File: config.mk
export PLATFORM = sky130hd
export DESIGN_NAME = spi_sclk_divider
export DESIGN_NICKNAME = d
export VERILOG_FILES = /design/src/rtl/spi_clkdiv_pkg.sv /design/src/rtl/sclk_cfg_hold.sv /design/src/rtl/sclk_half_timer.sv /design/src/rtl/sclk_phase_gen.sv /design/src/rtl/spi_sclk_divider.sv
export SDC_FILE = /design/constraint.sdc
export NUM_CORES = 1
export LEC_CHECK = 0
export ABC_AREA = 1
export CORE_UTILIZATION = 50
export CTS_BUF_LIST = sky130_fd_sc_hd__clkbuf_8
export DETAILED_ROUTE_END_ITERATION = 10
export HOLD_SLACK_MARGIN = 0.03
export PLACE_DENSITY = 0.78
export SLEW_MARGIN = 20
export SYNTH_ARGS = -nofsm -noshare
export SYNTH_HDL_FRONTEND = slang
export SYNTH_SLANG_ARGS = --single-unit
File: constraint.sdc
create_clock -name clk_i -period 4.6 [get_ports clk_i]
set_input_delay 0.92 -clock clk_i [delete_from_list [all_inputs] [get_ports clk_i]]
set_output_delay 0.92 -clock clk_i [all_outputs]
set_load 0.01 [all_outputs]
File: src/rtl/spi_clkdiv_pkg.sv
package spi_clkdiv_pkg;
  parameter int unsigned LIN_W = 8;
  parameter int unsigned EXP_W = 4;
  localparam int unsigned MODE_BIT = LIN_W + EXP_W;
  localparam int unsigned CTRL_W = MODE_BIT + 1;
  localparam int unsigned EXP_SPAN = 1 << EXP_W;
  localparam int unsigned HALF_W = (LIN_W + 1 > EXP_SPAN) ? LIN_W + 1 : EXP_SPAN;

  typedef struct packed {
    logic             lin_mode;
    logic [EXP_W-1:0] exp_m;
    logic [LIN_W-1:0] lin_n;
    logic             cpol;
  } clk_cfg_t;

  // Unpack a control word plus polarity into the held setting.
  function automatic clk_cfg_t unpack_ctrl(input logic [CTRL_W-1:0] w, input logic pol);
    clk_cfg_t c;
    c.lin_n    = w[LIN_W-1:0];
    c.exp_m    = w[MODE_BIT-1:LIN_W];
    c.lin_mode = w[MODE_BIT];
    c.cpol     = pol;
    return c;
  endfunction

  // Module cycles in one half period of the serial clock.
  function automatic logic [HALF_W-1:0] half_len(input clk_cfg_t c);
    logic [HALF_W-1:0] r;
    if (c.lin_mode) r = HALF_W'(c.lin_n) + HALF_W'(1);
    else            r = HALF_W'(1) << c.exp_m;
    return r;
  endfunction
endpackage

File: src/rtl/sclk_cfg_hold.sv
module sclk_cfg_hold
  import spi_clkdiv_pkg::*;
(
  input  logic              clk_i,
  input  logic              rst_ni,
  input  logic [CTRL_W-1:0] ctrl_i,
  input  logic              cpol_i,
  input  logic              load_i,
  output clk_cfg_t          cfg_o
);
  // the setting is only replaced while idle or at a period boundary
  always_ff @(posedge clk_i or negedge rst_ni) begin
    if (!rst_ni)     cfg_o <= '0;
    else if (load_i) cfg_o <= unpack_ctrl(ctrl_i, cpol_i);
  end
endmodule

File: src/rtl/sclk_half_timer.sv
module sclk_half_timer
  import spi_clkdiv_pkg::*;
(
  input  logic              clk_i,
  input  logic              rst_ni,
  input  logic              run_i,
  input  logic [HALF_W-1:0] half_i,
  output logic [HALF_W-1:0] cnt_o,
  output logic              tick_o
);
  logic at_end;
  assign at_end = (cnt_o == half_i - HALF_W'(1));
  assign tick_o = run_i && at_end;

  always_ff @(posedge clk_i or negedge rst_ni) begin
    if (!rst_ni)                cnt_o <= '0;
    else if (!run_i || at_end)  cnt_o <= '0;
    else                        cnt_o <= cnt_o + HALF_W'(1);
  end
endmodule

File: src/rtl/sclk_phase_gen.sv
module sclk_phase_gen (
  input  logic clk_i,
  input  logic rst_ni,
  input  logic run_i,
  input  logic tick_i,
  output logic phase_o,
  output logic lead_o,
  output logic trail_o,
  output logic reload_o
);
  // reload happens together with the edge that returns to idle
  assign reload_o = tick_i && phase_o;

  always_ff @(posedge clk_i or negedge rst_ni) begin
    if (!rst_ni) begin
      phase_o <= 1'b0;
      lead_o  <= 1'b0;
      trail_o <= 1'b0;
    end else if (!run_i) begin
      phase_o <= 1'b0;
      lead_o  <= 1'b0;
      trail_o <= 1'b0;
    end else begin
      lead_o  <= tick_i && !phase_o;
      trail_o <= tick_i && phase_o;
      if (tick_i) phase_o <= !phase_o;
    end
  end
endmodule

File: src/rtl/spi_sclk_divider.sv
module spi_sclk_divider
  import spi_clkdiv_pkg::*;
(
  input  logic              clk_i,
  input  logic              rst_ni,
  input  logic [CTRL_W-1:0] ctrl_i,
  input  logic              cpol_i,
  input  logic              run_i,
  output logic              sclk_o,
  output logic              lead_o,
  output logic              trail_o
);
  clk_cfg_t          cfg_q;
  logic [HALF_W-1:0] half_w;
  logic [HALF_W-1:0] cnt_w;
  logic              tick_w;
  logic              phase_w;
  logic              reload_w;
  logic              cfg_load_w;

  assign cfg_load_w = !run_i || reload_w;
  assign half_w     = half_len(cfg_q);

  sclk_cfg_hold u_cfg (
    .clk_i(clk_i), .rst_ni(rst_ni), .ctrl_i(ctrl_i), .cpol_i(cpol_i),
    .load_i(cfg_load_w), .cfg_o(cfg_q)
  );

  sclk_half_timer u_timer (
    .clk_i(clk_i), .rst_ni(rst_ni), .run_i(run_i), .half_i(half_w),
    .cnt_o(cnt_w), .tick_o(tick_w)
  );

  sclk_phase_gen u_phase (
    .clk_i(clk_i), .rst_ni(rst_ni), .run_i(run_i), .tick_i(tick_w),
    .phase_o(phase_w), .lead_o(lead_o), .trail_o(trail_o), .reload_o(reload_w)
  );

  assign sclk_o = phase_w ^ cfg_q.cpol;
endmodule

==> metrics.yaml <==
outcome:
  status: "completed"
timing:
  setup_tns_ns: 0
  worst_slew_pin_slew_ns: 0.742
  period_needed_ns: 3.11
  slew_viol_final: 0
  slew_headroom: 0.504
  hold_viol: 0
  rsz0062_at_grt: "false"
  min_period_over_period: 0.676
  finClkSkew_ns: 0.00547
  finalSetupViolCount: 0
  max_freq_ghz: 0.322
critical_path:
  cpMostUsedCell: "nand2_1"
  r2r_slack_ns: 1.49
  crit_type: "register to register"
  cp_slowest_cell: "dfrtp_1"
  crit-reg2reg-capture: "u_timer.cnt_o[9]"
  cp.required_ns: 4.75
  cp-start-kind: "register"
  worstPathArrival_ns: 3.26
  crit_chain: "nor2_2 -> nand2_1 -> o21ai_2 -> inv_2 -> ha_1 -> nand3_1 -> nor2_2 -> inv_1 -> nand2_1 -> nand2_1 -> nand2_1 -> nand2_1 -> inv_1 -> nand2_1 -> nor3_2 -> nand2_2 -> nand2_2 -> inv_1 -> nand2_1 -> nor2_1"
  reg2reg_depth: 20
  critPathTopFamily: "simple AND/OR/NAND/NOR gates"
  worstPathMaxFanout: 16
  rr_startpoint: "u_cfg.cfg_o[13]"
  path_buf_inv: 4
  crit_path_end_kind: "register"
  cp_slowest_stage_delay_ns: 0.62
clock_tree:
  clk_path_buf_depth: 2
  cts_sinks: 33
  cts_root_buffer: "clkbuf_8"
  cts_tree: "built"
  htreeDepth: 2
  numCtsBuffers: 5
  cts_setup_buffers: 0
  clk_pin_slew_ns: 0.07
  clkLatencyLatePin_ns: 0.28
  cts-resized-gates: 0
  cts_hold_buf: 0
global_routing:
  track_usage: 0.251
  grt_pass1_wl_microns: 10400
  antenna_found_initial: 0
  grt_overflow: 0
  grt_max_degree: 34
  grt_pass1_vias: 2238
synthesis:
  syn_nets: 419
  ys_warn_count: 0
  syn-instance-count: 399
  synth_common_cells: "nand2_1, nor2_1, nand3_1, inv_1, dfrtp_1"
  synth_mux_area_frac: 0
  synth_fa_ha_area_frac: 0.0141
  avgSynthCellArea_sq_um: 6.67
  synth_top_family_by_area: "simple AND/OR/NAND/NOR gates"
  yosys.area.top_type_share: 0.310
  synthSimpleGateAreaFrac: 0.490
  synthFlopType: "dfrtp_1"
  seq_area_frac_synth: 0.310
  synth.most_common_cell: "nand2_1"
  synthTopCellsByArea: "dfrtp_1, nand2_1, nand3_1"
  synth_seq_cells: 33
  synth-async-reset-ratio: 1.00
  ys_types: 32
  synth_edf_count: 0
  synth_compound_area_frac: 0.0423
  synth-xor-area-share: 0.0527
  yosysTopAreaCell: "dfrtp_1"
  netlist_area_sq_um: 2660
pwr:
  power_density_nw_per_um2: 274
  ir_drop_uv: 180
  p_leak_nw: 1.47
finish:
  final_cell_area_sq_um: 2980
  syn_to_final_growth_pct: 12.0
  nets: 439
  drive_above_1_share: 0.117
  num_antenna_cells: 0
placed_design:
  numPortBuffers: 19
  dpl_cell_area_sq_um: 2900
  dp_hpwl_microns: 4870
  place_congestion: 1.01
worst_hold_path:
  hold_end: "u_timer.cnt_o[0]"
  min-delay-start: "u_timer.cnt_o[0]"
  hold_depth: 1
  hold_class: "register to register"
floorplan:
  initial_core_util: 0.521
  die_w_microns: 75.0
  dieArea_sq_um: 5620
  die_y_microns: 75.0
  io_pins: 20
  core_area_sq_um: 5110
  num_rows: 26
routing:
  first_pass_iters: 4
  wirelength_microns: 6210
  ant_nets: 0
  viasPerCell: 5.12
  vias: 2506
  post-route-drc-count: 0
  drtIter0Drc: 134
  routedWlPerCell_microns: 12.7
job:
  maxCapViolations: 0
==> worst reg2reg max path: cells and delay by family (launching register included) <==
kind	cells	cell delay [ns]
buffers and inverters	4	0.38
flip-flops	1	0.62
AO/OA/AOI/OAI	1	0.10
AND/OR/NAND/NOR	14	1.73
adder cells (fa/ha/maj)	1	0.15
==> placed cells by master (no fill, tap or decap), drive strengths merged, types with 2 or more instances in the layout <==
master         synthesis  final
a21oi                  3      3
clkbuf                 0      6
clkdlybuf4s50          0     19
dfrtp                 33     33
ha                     3      3
inv                   49     50
nand2                126    126
nand3                 47     47
nand3b                 3      3
nand4                 11     11
nor2                  62     62
nor3                  14     14
nor3b                  8      8
o21ai                  9      9
o21bai                 5      5
xnor2                  2      2
xor2                  14     14
==> final cells by class <==
| type | instances | area (sq um) |
|---|---|---|
| Tap cell | 70 | 87.6 |
| Clock buffer | 6 | 82.6 |
| Multi-Input combinational cell | 309 | 1590 |
| Fill cell | 499 | 2130 |
| Sequential cell | 33 | 826 |
| Inverter | 50 | 190 |
| Clock inverter | 1 | 3.75 |
| Timing Repair Buffer | 20 | 198 |
==> cell families after synthesis <==
family | after synthesis
xor+xnor | 16
buf+inv | 57
flops | 33
compound gates | 17
fa+ha+maj | 3
simple gates | 273
==> sequential cells by signal, indices dropped and copies added (netlist names) <==
| signal | flops |
|---|---|
| u_timer.cnt_o | 16 |
| u_cfg.cfg_o | 14 |
| u_phase.trail_o | 1 |
| u_phase.lead_o | 1 |
| u_phase.phase_o | 1 |
==> power breakdown <==
group	switching (mW)	internal [mW]
combinational	0.171	0.101
clock	0.0993	0.116
sequential	0.0262	0.305
==> metal layers <==
metal	vias to the layer above	part of all wire	track usage
met4	0	0.016	0.0755
met5	-	0	0
met2	82	0.45	0.389
met1	1111	0.48	0.357
met3	10	0.049	0.0455
li1	1303	-	-
==> through the flow <==
stage	utilization	power (mW)	setup slack, ns	hold slack (ns)	std cells
after floorplan	-	0.538	2.03	0.462	399
after global placement	0.567	0.601	1.55	0.497	482
after global routing	0.584	0.881	1.10	0.567	489
final	0.584	0.818	1.49	0.512	489
after CTS	0.584	0.823	1.51	0.517	489
after detailed placement	0.567	0.604	1.53	0.508	482
==> worst max path at each step <==
stage	startpoint	to	slack, ns	depth (start not counted)
detailed placement	u_cfg.cfg_o[1]	u_timer.cnt_o[9]	1.53	20
global placement	u_cfg.cfg_o[1]	u_timer.cnt_o[9]	1.55	20
floorplan	u_cfg.cfg_o[1]	u_cfg.cfg_o[9]	2.03	19
CTS	u_cfg.cfg_o[1]	u_timer.cnt_o[9]	1.51	20
global route	u_cfg.cfg_o[1]	u_timer.cnt_o[4]	1.10	18
finish	u_cfg.cfg_o[13]	u_timer.cnt_o[9]	1.49	20
(Power assumes the default switching activity.)
